### src/rtl/fser_pkg.sv
package fser_pkg;

  // Strobes from the frame controller to the shift datapath
  typedef struct packed {
    logic latchWord;  // capture parallel word this edge
    logic loadShift;  // move captured word into the shifter this edge
    logic shiftOn;    // shifter runs (first frame seen)
    logic useCasc;    // cascade data feeds the shifter
  } serStrobes_t;

endpackage

### src/rtl/fser_ctrl.sv
module fser_ctrl
  import fser_pkg::*;
#(
  parameter int WORD_W  = 10,
  parameter int RATIO_W = 7
) (
  input  logic               clk,
  input  logic               rst,
  input  logic               enable,
  input  logic               frameRef,
  input  logic               cascadeEn,
  input  logic [RATIO_W-1:0] ratio,
  output serStrobes_t        strb,
  output logic               frameClk
);

  localparam logic [RATIO_W-1:0] CNT_MAX = '1;

  logic               clr;
  logic               refPrev;
  logic               refRise;
  logic               pend1, pend2;
  logic               started;
  logic [RATIO_W-1:0] frameCnt;
  logic [RATIO_W-1:0] halfM;
  logic               fclkQ;

  assign clr     = rst | ~enable;
  assign refRise = enable & frameRef & ~refPrev;
  assign halfM   = ratio >> 1;

  always_ff @(posedge clk) begin
    if (clr) begin
      refPrev  <= 1'b0;
      pend1    <= 1'b0;
      pend2    <= 1'b0;
      started  <= 1'b0;
      frameCnt <= '0;
      fclkQ    <= 1'b0;
    end else begin
      refPrev <= frameRef;
      pend1   <= refRise;
      pend2   <= pend1;
      started <= started | refRise;
      if (refRise) begin
        frameCnt <= RATIO_W'(1);
        fclkQ    <= 1'b1;
      end else begin
        if (frameCnt != CNT_MAX) frameCnt <= frameCnt + 1'b1;
        fclkQ <= fclkQ & (frameCnt < halfM);
      end
    end
  end

  always_comb begin
    strb.latchWord = refRise;
    strb.loadShift = pend2;
    strb.shiftOn   = started;
    strb.useCasc   = cascadeEn & (ratio > RATIO_W'(WORD_W));
  end

  assign frameClk = fclkQ;

  // a rising frame clock always coincides with a capture one edge earlier
  a_r4_fclk_aligned: assert property (@(posedge clk) disable iff (rst)
    $rose(fclkQ) |-> pend1);

  // the shifter load follows a capture by exactly two edges
  a_r3_load_spacing: assert property (@(posedge clk) disable iff (rst)
    (pend2 && enable) |-> $past(refRise, 2));

endmodule

### src/rtl/fser_datapath.sv
module fser_datapath
  import fser_pkg::*;
#(
  parameter int WORD_W = 10
) (
  input  logic              clk,
  input  logic              rst,
  input  logic              enable,
  input  serStrobes_t       strb,
  input  logic [WORD_W-1:0] parIn,
  input  logic              cascadeIn,
  output logic              serBit
);

  logic              clr;
  logic [WORD_W-1:0] holdWord;
  logic [WORD_W-1:0] shiftReg;
  logic              cascBit;

  assign clr     = rst | ~enable;
  assign cascBit = strb.useCasc & cascadeIn;

  always_ff @(posedge clk) begin
    if (clr) begin
      holdWord <= '0;
      shiftReg <= '0;
    end else begin
      if (strb.latchWord) holdWord <= parIn;
      if (strb.loadShift) shiftReg <= holdWord;
      else if (strb.shiftOn) shiftReg <= {cascBit, shiftReg[WORD_W-1:1]};
    end
  end

  assign serBit = shiftReg[0];

  // captured word equals the parallel input at the capture edge
  a_r1_latch: assert property (@(posedge clk) disable iff (rst)
    strb.latchWord |=> (holdWord == $past(parIn)));

  // bit 0 of the captured word is on the output right after the load
  a_r2_bit0_slot: assert property (@(posedge clk) disable iff (rst)
    (strb.loadShift && enable) |=> (serBit == $past(holdWord[0])));

  // with cascade off, the shifter top fills with 0
  a_r5_casc_ignored: assert property (@(posedge clk) disable iff (rst)
    (enable && strb.shiftOn && !strb.loadShift && !strb.useCasc) |=> !shiftReg[WORD_W-1]);

endmodule

### src/rtl/frame_serializer.sv
module frame_serializer
  import fser_pkg::*;
#(
  parameter int WORD_W  = 10,
  parameter int RATIO_W = 7
) (
  input  logic               clk,
  input  logic               rst,
  input  logic               enable,
  input  logic               frameClkEn,
  input  logic               cascadeEn,
  input  logic [RATIO_W-1:0] ratio,
  input  logic               frameRef,
  input  logic [WORD_W-1:0]  parIn,
  input  logic               cascadeIn,
  output logic               serOut,
  output logic               serValid,
  output logic               frameClkOut,
  output logic               frameClkValid
);

  serStrobes_t strb;
  logic        frameClk;

  fser_ctrl #(.WORD_W(WORD_W), .RATIO_W(RATIO_W)) u_ctrl (
    .clk(clk), .rst(rst), .enable(enable), .frameRef(frameRef),
    .cascadeEn(cascadeEn), .ratio(ratio), .strb(strb), .frameClk(frameClk)
  );

  fser_datapath #(.WORD_W(WORD_W)) u_dp (
    .clk(clk), .rst(rst), .enable(enable), .strb(strb),
    .parIn(parIn), .cascadeIn(cascadeIn), .serBit(serOut)
  );

  assign serValid      = enable;
  assign frameClkValid = enable & frameClkEn;
  assign frameClkOut   = frameClk & frameClkEn;

  // one edge after the enable is low, both outputs are quiet
  a_r7_disabled_quiet: assert property (@(posedge clk) disable iff (rst)
    !enable |=> (!serOut && !frameClk));

endmodule

### config.mk
export PLATFORM = sky130hd
export DESIGN_NAME = frame_serializer
export DESIGN_NICKNAME = d
export VERILOG_FILES = /design/src/rtl/fser_pkg.sv /design/src/rtl/fser_ctrl.sv /design/src/rtl/fser_datapath.sv /design/src/rtl/frame_serializer.sv
export SDC_FILE = /design/constraint.sdc
export NUM_CORES = 1
export LEC_CHECK = 0
export ABC_AREA = 1
export BUFFER_PORTS_ARGS = -buffer_cell sky130_fd_sc_hd__buf_2
export CORE_AREA = 2 2 61 63
export CTS_CLUSTER_DIAMETER = 80
export CTS_CLUSTER_SIZE = 20
export DETAILED_ROUTE_END_ITERATION = 16
export DIE_AREA = 0 0 63 65
export PLACE_DENSITY_LB_ADDON = 0.25
export SETUP_SLACK_MARGIN = 0.4
export SYNTH_ARGS = -nofsm -noshare
export SYNTH_HDL_FRONTEND = slang
export SYNTH_SLANG_ARGS = --single-unit
### constraint.sdc
create_clock -name clk -period 1.35 [get_ports clk]
set_input_delay 0.135 -clock clk [delete_from_list [all_inputs] [get_ports clk]]
set_output_delay 0.135 -clock clk [all_outputs]
set_load 0.005 [all_outputs]
==> out/results.ini <==
[outcome]
outcome=finished clean

[floorplan]
dieArea_sq_mm=0.004095
start_util_pct=42.52
coreArea_sq_mm=0.003496
rows=22
die_h_um=65
io_pins=28
fp.dieW_um=63

[pwr]
irDropWorstVdd_mv=0.6517
power_w=0.001813
power.leakage_nw=1.019
power_density_mw_per_mm2=850.0

[global_routing]
grt_antenna_before_repair=0
grt_max_degree=11
grt_pass1_vias=1304
track_usage_pct=18.03
grt_overflow=0
grt_pass1_wl_um=5720

[worst_setup_path]
crit_path_max_fanout=4
r2r_cells=6
rr_startpoint=u_ctrl.frameCnt[0]
start_kind=flip-flop
regToRegSetupSlack_ns=0.16
r2r-end=u_ctrl.frameCnt[0]
critPathArrivalTime_ns=1.46
worstPathRequired_ns=1.62
end_kind=flip-flop
critical_path_class=reg2reg

[finish]
final_nets=272
layout_common_cells=nand2_1 (42), buf_2 (27), dfxtp_1 (25), inv_1 (24), buf_4 (13)
final_common_cell=nand2_1
nFillCells=327
syn_to_final_growth_pct=43.52
antennaDiodeCount=0
drive_gt1_share_pct=41.98
stdcell_count=291

[clock_tree]
htree_num_levels=2
cts.sink_count=32
cts_root_buffer=clkbuf_4
clk_pin_slew_worst_paths_ns=0.10
insertion_delay_ns=0.33
cts_buffers=5
cts_tree=built
cts_buffer_depth=2

[synthesis]
synth_xor_area_share_pct=0.5892
synth_top_area_share_pct=43.10
avgSynthCellArea_sq_um=7.992
synth_area_sq_mm=0.001486
yosysSeqAreaShare_pct=43.10
synth_top_family_by_area=simple AND/OR/NAND/NOR gates
syn_nets=216
synth_compound_area_share_pct=17.09
synth_cell_types=33
netlist_instances=186
synth_top_area_cell=dfxtp_1
ys_warn_count=0
ys_ff_latch=32
synthMuxAreaShare_pct=0
yosys-top-cells-area=dfxtp_1 (43%), nand2_1 (12%), inv_1 (6.8%), ha_1 (5.1%), a22o_2 (4.0%)
yosys.area_share.simple_pct=23.65
synth_fa_ha_area_share_pct=5.051

[route]
via_count=1357
dr.pass1.iters=4
drc=0
via_per_inst=4.663
drt_iter0_drc=16
met3WireLength_um=127
routed_wl_um=3378
wl_met2_um=1640
wl_per_cell_um=11.61
ant_nets=0
maxUsedRoutingLayer=met4
met1_length_um=1568

[placement]
dp.cells=260
io_buffer_count=27
place_congestion=0.8283
dpl_worst_slack_ns=0.06105
dp_hpwl_um=2174

[timing]
slew_violations=0
tightestPinTransition_ns=0.2211
setup_slack_ns=0.1609
grt_setup_unrepaired=yes
fin_crit_sh_pct=88.08
setup_viol=0
tns_ns=0
relSlewSlack_pct=85.21
period_minus_slack_ns=1.189
hold_viol_final=0
clock-skew-final_ns=0.007605
fmax_ghz=0.8409

[hold_path]
whs_endpoint=u_dp.holdWord[0]
hold_depth=2
hold_path_startpoint=parIn[0]
min_path_type=in2reg

[run]
cap_violations=0

synth_stat cells:
master / instances
clkinv_1: 1
a22oi_1: 3
nand3_2: 2
nor3_4: 1
buf_2: 1
nand3_1: 4
nor3_1: 2
o21ai_2: 1
buf_4: 2
inv_2: 3
a211oi_1: 1
a31oi_2: 1
or2_1: 1
a21oi_1: 10
buf_6: 1
a31oi_1: 1
o21ai_1: 1
nor2_8: 1
o22ai_1: 1
nand4_1: 2
a22o_2: 6
dfxtp_1: 32
inv_6: 1
nor2_2: 1
inv_1: 27
o221ai_1: 2
nor2_4: 2
o21ai_0: 8
a221oi_1: 2
xnor2_1: 1
ha_1: 6
nor2_1: 12
nand2_1: 46
where the power goes:
| part | switching [W] | internal (W) | total (W) |
|---|---|---|---|
| logic | 0.000101 | 0.000105 | 0.000206 |
| clock network | 0.000328 | 0.000314 | 0.000641 |
| registers | 0.0000129 | 0.000953 | 0.000966 |
| total | 0.000442 | 0.00137 | 0.00181 |
critical path: stages, from the launching register on:
cell	delay [ns]
dfxtp_4	0.37
ha_4	0.15
nand3_4	0.07
nor3_4	0.19
buf_4	0.16
nand3_2	0.05
a21oi_1	0.13
routing by layer:
layer / GRT usage [%] / up-vias
met2: 32.45 / 23
met3: 5.035 / 5
met1: 20.54 / 604
met4: 5.833 / 0
li1: - / 725
met5: 0 / -
per-stage QoR:
step	cell area [sq um]	hold WS, ns	util [%]
after global placement	1708	0.3243	48.85
after floorplan	1521	0.2381	-
after detailed placement	1708	0.3285	48.85
after global routing	2133	0.001777	61.02
final	2133	0.008004	61.02
after CTS	2026	0.0004576	57.95
area by class of cell:
cell class	instances	area [sq um]	area share, %
multi-input combinational	118	808.3	37.89
sequential	32	661.9	31.03
inverter	32	133.9	6.276
clock inverter	1	5.005	0.2346
clock buffer	7	66.31	3.108
timing repair buffer	53	397.9	18.65
tap	48	60.06	2.815
logic make-up (layout without fill, tap and decap cells):
group,count (synthesis),after routing
buffers and inverters,36,93
DFF,32,32
AOI/OAI and AO/OA,37,37
adders and majority gates,6,6
xor gates and xnor gates,1,1
and+or+nand+nor,74,74
how the worst max path moves through the flow:
stage / start / to / slack [ns] / cells after the start
floorplan: u_ctrl.frameCnt[0] / u_ctrl.frameCnt[2] / 0.17 / 5
global placement: u_ctrl.frameCnt[0] / u_ctrl.frameCnt[1] / 0.09 / 6
detailed placement: u_ctrl.frameCnt[0] / u_ctrl.frameCnt[1] / 0.06 / 6
CTS: u_ctrl.frameCnt[1] / u_ctrl.frameCnt[1] / 0.17 / 6
global route: u_ctrl.frameCnt[1] / u_ctrl.frameClk / 0.04 / 10
finish: u_ctrl.frameCnt[0] / u_ctrl.frameCnt[0] / 0.16 / 6
flip-flops by register name, summed over array words and instances, names as in the netlist:
| register | count |
|---|---|
| u_ctrl.pend1 | 1 |
| u_dp.shiftReg | 10 |
| u_ctrl.started | 1 |
| u_ctrl.pend2 | 1 |
| u_ctrl.frameCnt | 7 |
| u_ctrl.frameClk | 1 |
| u_ctrl.refPrev | 1 |
| u_dp.holdWord | 10 |
repair_timing:
action	in CTS	in global routing
hold buffers	4	2
gates resized for setup	21	20
buffers inserted	14	2
setup endpoints to repair	27	28
gates cloned	1	0
pin swaps	11	7
endpoints found under the hold margin	4	2
Note: power is estimated with default switching activity, not from simulation.
